**src/rtl/fs_hw_tx.sv**
```systemverilog
module fs_hw_tx #(
  parameter int BUS_W  = 32,
  parameter int BYTE_W = 8
) (
  input  logic             clk,
  input  logic             rst_n,
  input  logic             fsync,
  input  logic             fifo_empty,
  input  logic [BUS_W-1:0] fifo_data,
  output logic             sdata,
  output logic             fifo_pop,
  output logic             underflow
);
  localparam int HW_W  = 2 * BYTE_W;
  localparam int CNT_W = $clog2(BYTE_W);
  localparam logic [CNT_W-1:0] LAST = CNT_W'(BYTE_W - 1);

  logic              busy, low_next, cur_low, cur_fifo;
  logic [CNT_W-1:0]  cnt;
  logic [BYTE_W-1:0] sh;

  wire start = fsync && !busy;
  wire have  = !fifo_empty;
  wire [BYTE_W-1:0] pick = low_next ? fifo_data[BYTE_W-1:0] : fifo_data[HW_W-1:BYTE_W];
  wire unused_hi = ^fifo_data[BUS_W-1:HW_W];

  always_ff @(posedge clk) begin
    if (!rst_n) begin
      busy      <= 1'b0;
      low_next  <= 1'b0;
      cur_low   <= 1'b0;
      cur_fifo  <= 1'b0;
      cnt       <= '0;
      sh        <= '0;
      underflow <= 1'b0;
    end else if (start) begin
      busy     <= 1'b1;
      cnt      <= '0;
      sh       <= have ? pick : '0;
      cur_fifo <= have;
      cur_low  <= low_next;
      if (have) low_next  <= ~low_next;
      else      underflow <= 1'b1;
    end else if (busy) begin
      sh  <= {sh[BYTE_W-2:0], 1'b0};
      cnt <= cnt + 1'b1;
      if (cnt == LAST) busy <= 1'b0;
    end
  end

  assign sdata    = busy & sh[BYTE_W-1];
  assign fifo_pop = busy && (cnt == LAST) && cur_low && cur_fifo;
endmodule


```
**config.mk**
```make
export PLATFORM = sky130hd
export DESIGN_NAME = fs_hw_tx
export DESIGN_NICKNAME = d
export VERILOG_FILES = /design/src/rtl/fs_hw_tx.sv
export SDC_FILE = /design/constraint.sdc
export NUM_CORES = 1
export LEC_CHECK = 0
export ABC_AREA = 1
export BUFFER_PORTS_ARGS = -buffer_cell sky130_fd_sc_hd__buf_2
export CORE_MARGIN = 8
export CORE_UTILIZATION = 48
export DETAILED_ROUTE_END_ITERATION = 8
export GPL_TIMING_DRIVEN = 1
export PLACE_DENSITY = 0.82
export SLEW_MARGIN = 20
export SYNTH_ARGS = -nofsm -noshare
export SYNTH_HDL_FRONTEND = slang
export SYNTH_SLANG_ARGS = --single-unit
```
**constraint.sdc**
```tcl
create_clock -name clk -period 2.4 [get_ports clk]
set_input_delay 0.12 -clock clk [delete_from_list [all_inputs] [get_ports clk]]
set_output_delay 0.12 -clock clk [all_outputs]
set_load 0.01 [all_outputs]
```
# --- Yosys cells after proc, flatten, opt, wreduce, memory -nomap -nowiden ---
# Index checks and enable logic that the tools add are counted.
word_totals:
  output_inout_bits: 3
  ff_bits: 16
  inputBits: 36
  word_cells: 30
classes:
  add_sub_neg: 1
  bitwise: 4
  n_mux: 7
  reduce_logical: 10
  n_eq_ne: 1
op_table:
  columns: ["op", "count"]
  rows:
  - ["8-bit 2-to-1 mux", 4]
  - ["1-bit logical AND", 4]
  - ["2-bit AND reduction", 2]
  - ["3-bit by 1-bit adder with 3-bit output (second input constant)", 1]
  - ["3-bit == test (second input constant)", 1]
  - ["1-bit 2-to-1 mux", 3]
  - ["1-bit NOT", 3]
  - ["1-bit logical NOT", 2]
  - ["2-bit nonzero test", 1]
  - ["2-bit OR reduction", 1]
  - ["1-bit bitwise AND", 1]

# --- Logic depth before layout (Yosys ltp) ---
depth:
  ltp_word: 4
  depth_mapped: 6
  ltp_nobuf: 6

# --- Worst setup path after synthesis ---
# No wires, ideal clock.
synth_timing:
  kind: "reg2reg"
  start: "register cnt[0]"
  end: "register cnt[2]"
  path_slack_ns: 1.428
  setup_ns: 0.070
  stages_incl_launch_ff: 5
  required_time_ns: 2.330
  t_arrival_ns: 0.903
  path_cell_list: "dfxtp_1 > ha_1 > ha_1 > nand2_1 > a21oi_1"
synth_between:
  elab_chain_cells: 1
synth_rtl:
  columns: ["element", "line_no", "text"]
  rows:
  - ["start: declaration", "19", "logic [CNT_W-1:0] cnt;"]
  - ["start signal: assignment", "46", "cnt <= cnt + 1'b1;"]
  - ["3-bit by 1-bit adder with 3-bit output", "46", null]
# No other way between the ends.
# A chain may end at the register's enable or synchronous reset.

# --- Worst setup path after layout ---
layout_timing:
  start: "register busy"
  end: "output fifo_pop"
layout_between:
  elab_chain_cells: 3
layout_rtl:
  columns: ["element", "line_no", "text"]
  rows:
  - ["start: declaration", "18", "logic busy, low_next, cur_low, cur_fifo;"]
  - ["start signal: assignment", "29", "busy <= 1'b0;"]
  - ["start signal: assignment", "37", "busy <= 1'b1;"]
  - ["start signal: assignment", "47", "if (cnt == LAST) busy <= 1'b0;"]
  - ["1-bit logical AND (3 in series)", "52", "assign fifo_pop = busy && (cnt == LAST) && cur_low && cur_fifo;"]
  - ["end: declaration", "11", "output logic fifo_pop,"]
# No other way between the ends.

==> reports/summary.json <==
{
  "grt.total_usage_pct": 11.37,
  "antenna_violating_nets_post_route": 0,
  "dominant_combinational_cell_family_by_area_after_synthesis": "simple AND/OR/NAND/NOR gates",
  "critical_path_peak_fanout": 15,
  "maximum_clock_frequency_ghz": 0.6802,
  "max_cap_violations": 0,
  "final_layout_size_suffix_gt1_share_pct": 30.66,
  "ff2ff_setup_slack_ns": 1.11,
  "report.final.hold_viol_count": 0,
  "cts_hold_buf": 0,
  "cts_resized": 0,
  "period_share_pct": 61.25,
  "clk_latency_ns": 0.29,
  "top_level_pins": 39,
  "synth_top_cells_by_area": "sky130_fd_sc_hd__dfxtp_1 (39%), sky130_fd_sc_hd__nand2_1 (21%), sky130_fd_sc_hd__a21oi_2 (8.6%), sky130_fd_sc_hd__a21oi_1 (6.1%), sky130_fd_sc_hd__o21ai_0 (4.9%)",
  "clk_sinks": 16,
  "overflow": 0,
  "post_synth_fa_ha_maj_area_fraction_pct": 3.063,
  "finish.net_count": 176,
  "rr_endpoint": "sh[4]$_SDFFE_PN0P_",
  "report.final.slew_viol_count": 0,
  "crit_arrival_ns": 1.35,
  "tightest_pin_transition_ns": 0.5415,
  "postSynthCellCount": 114,
  "netlist.top_cell.by_area": "sky130_fd_sc_hd__dfxtp_1",
  "initial_antenna_violation_count": 0,
  "syn_warnings": 0,
  "dp.final_hpwl_microns": 1323,
  "timing.slew.headroom_pct": 63.85,
  "seq_area_frac_synth_pct": 39.20,
  "gp_congestion": 0.7953,
  "cts_setup_buffers": 0,
  "area_growth_pct": 18.38,
  "power.density_nw_per_um2": 588.9,
  "synth_top_area_share_pct": 39.20,
  "synthXorXnorAreaFrac_pct": 1.072,
  "ys_ff_latch": 16,
  "yosysUniqueCellTypes": 17,
  "drt_pass1_iterations": 4,
  "initial_core_utilization_pct": 48.91,
  "overall_routed_net_length_microns": 1702,
  "number_of_buffers_created_by_cts": 3,
  "clk_transition_reported_paths_ns": 0.10,
  "post-route-worst-setup-slack_ns": 0.9299,
  "design.core.area_sq_um": 1670,
  "ctsLongestPathBuffers": 2,
  "cts_max_level": 1,
  "pre_cts_ws_ns": 1.137,
  "synth_simple_gate_area_share_pct": 31.24,
  "cp_data_required_time_ns": 2.28,
  "setup-tns-final_ns": 0,
  "tritoncts": "yes",
  "setup_viol_count_final": 0,
  "run_status": "finished clean",
  "worstSetupEndpointType": "output port",
  "grt_setup_unrepaired": "false",
  "wire_length_of_the_first_global_routing_pass_microns": 2987,
  "iteration_0_drc_markers": 19,
  "viasPerCell": 4.805,
  "compound_cell_area_share_of_the_yosys_netlist_pct": 20.52,
  "cts.root.buffer_cell": "sky130_fd_sc_hd__clkbuf_4",
  "grt_start_max_net_pins": 16,
  "critical-path-slowest-cell": "sky130_fd_sc_hd__dfxtp_1",
  "power.leakage_nw": 0.4691,
  "route.detailed.wl_per_inst_microns": 11.05,
  "clock_skew_ns": 0.004212,
  "floorplan.die.width_microns": 57.26,
  "fp-row-count": 15,
  "ff2ff_path_depth": 3,
  "antenna-diode-count": 0,
  "timing.critical_path.slowest_cell_delay_ns": 0.68,
  "period_minus_slack_ns": 1.470,
  "list_of_cells_traversed_by_the_critical_path": "nand2_1 -> nor2_1 -> buf_2",
  "setup.worst_path.end": "fifo_pop",
  "mappedNetlistArea_sq_um": 817.0,
  "syn_avg_cell_area_sq_um": 7.167,
  "rr_startpoint": "busy$_SDFF_PN0_",
  "worst_vdd_drop_mv": 0.2892,
  "critPathKind": "reg2out",
  "die_y_microns": 57.26,
  "via_count_of_the_first_global_routing_pass": 722,
  "vias": 740,
  "crit_start": "busy$_SDFF_PN0_",
  "yosys-mux-area-fraction_pct": 0,
  "io_buffer_count": 22,
  "hold_class": "in2reg",
  "detail_route.drc_violations": 0,
  "timing.critical_path.from_type": "flop",
  "floorplan_die_area_sq_um": 3278,
  "postSynthNetCount": 152
}
stage by stage:
step / cells / area [sq um] / total power (W) / util (%) / hold WS (ns)
2_1_floorplan: 114 / 817.0 / 0.0003652 / - / 0.2640
3_3_place_gp: 150 / 930.9 / 0.0003913 / 55.73 / 0.4418
3_5_place_dp: 150 / 930.9 / 0.0003953 / 55.73 / 0.4529
4_1_cts: 154 / 967.2 / 0.0005740 / 57.90 / 0.1433
5_1_grt: 154 / 967.2 / 0.0006034 / 57.90 / 0.1378
6_report: 154 / 967.2 / 0.0005696 / 57.90 / 0.1513
power breakdown:
part           total (W)  internal, W  switching, W
clock           0.000181    0.0000923     0.0000883
combinational  0.0000918    0.0000385     0.0000533
sequential      0.000297     0.000282     0.0000154
total           0.000570     0.000413      0.000157
Yosys cell counts (all sizes together):
| cell type | count |
|---|---|
| nand2 | 48 |
| o21ai | 8 |
| ha | 2 |
| dfxtp | 16 |
| o21a | 1 |
| nor2 | 11 |
| inv | 6 |
| a21oi | 18 |
| buf | 3 |
| xnor2 | 1 |
sequential cells by signal, indices dropped and copies added (netlist names):
register and cells:
cnt 3, low_next 1, sh 8, cur_fifo 1, busy 1, underflow 1, cur_low 1
per-layer routing:
metal / share of wire [%] / global-route usage (%) / wire, microns
met5: 0 / 0 / 0
met1: 52 / 14.16 / 883
met2: 43 / 16.10 / 730
met4: 1.6 / 8.571 / 27
met3: 3.6 / 3.139 / 61
layout by cell type, fill, tap and decap left out:
master and instances:
sky130_fd_sc_hd__a21oi_2 8, sky130_fd_sc_hd__inv_2 2, sky130_fd_sc_hd__nor2_1 8, sky130_fd_sc_hd__nand2_1 45, sky130_fd_sc_hd__nand2_4 1, sky130_fd_sc_hd__xnor2_1 1, sky130_fd_sc_hd__clkbuf_4 3, sky130_fd_sc_hd__nor2_8 1
sky130_fd_sc_hd__clkbuf_8 1, sky130_fd_sc_hd__nor2_2 2, sky130_fd_sc_hd__a21oi_1 10, sky130_fd_sc_hd__dfxtp_1 16, sky130_fd_sc_hd__buf_2 22, sky130_fd_sc_hd__inv_1 4, sky130_fd_sc_hd__o21a_1 1, sky130_fd_sc_hd__o21ai_0 8
sky130_fd_sc_hd__nand2_2 2, sky130_fd_sc_hd__ha_1 2
worst min-delay path by stage:
stage                      startpoint                      to  slack, ns  cells after the start
6_report                        rst_n         busy$_SDFF_PN0_       0.15                      3
5_1_grt                         rst_n         busy$_SDFF_PN0_       0.14                      3
4_1_cts                         rst_n         busy$_SDFF_PN0_       0.14                      3
3_5_place_dp   underflow$_SDFFE_PN0P_  underflow$_SDFFE_PN0P_       0.45                      1
3_3_place_gp   underflow$_SDFFE_PN0P_  underflow$_SDFFE_PN0P_       0.44                      1
2_1_floorplan                   rst_n     cnt[1]$_SDFFE_PP0P_       0.26                      2
cells by family after synthesis:
family                   after synthesis
AND/OR/NAND/NOR                       59
XOR/XNOR                               1
buffers and inverters                  9
adder cells (fa/ha/maj)                2
flip-flops                            16
AO/OA/AOI/OAI                         27
worst max-delay path: cells and delay by family (launching register included):
family,cells,cell delay (ns)
buf+inv,1,0.13
flops,1,0.68
simple gates,2,0.26
layout make-up:
cell class / instances / area, sq um
well taps: 17 / 21.27
fillers: 164 / 703.2
multi-input cells: 89 / 456.7
clock buffers: 4 / 36.28
flip-flops and latches: 16 / 320.3
inverters: 6 / 22.52
repair buffers: 22 / 110.1
(Power assumes the default switching activity.)
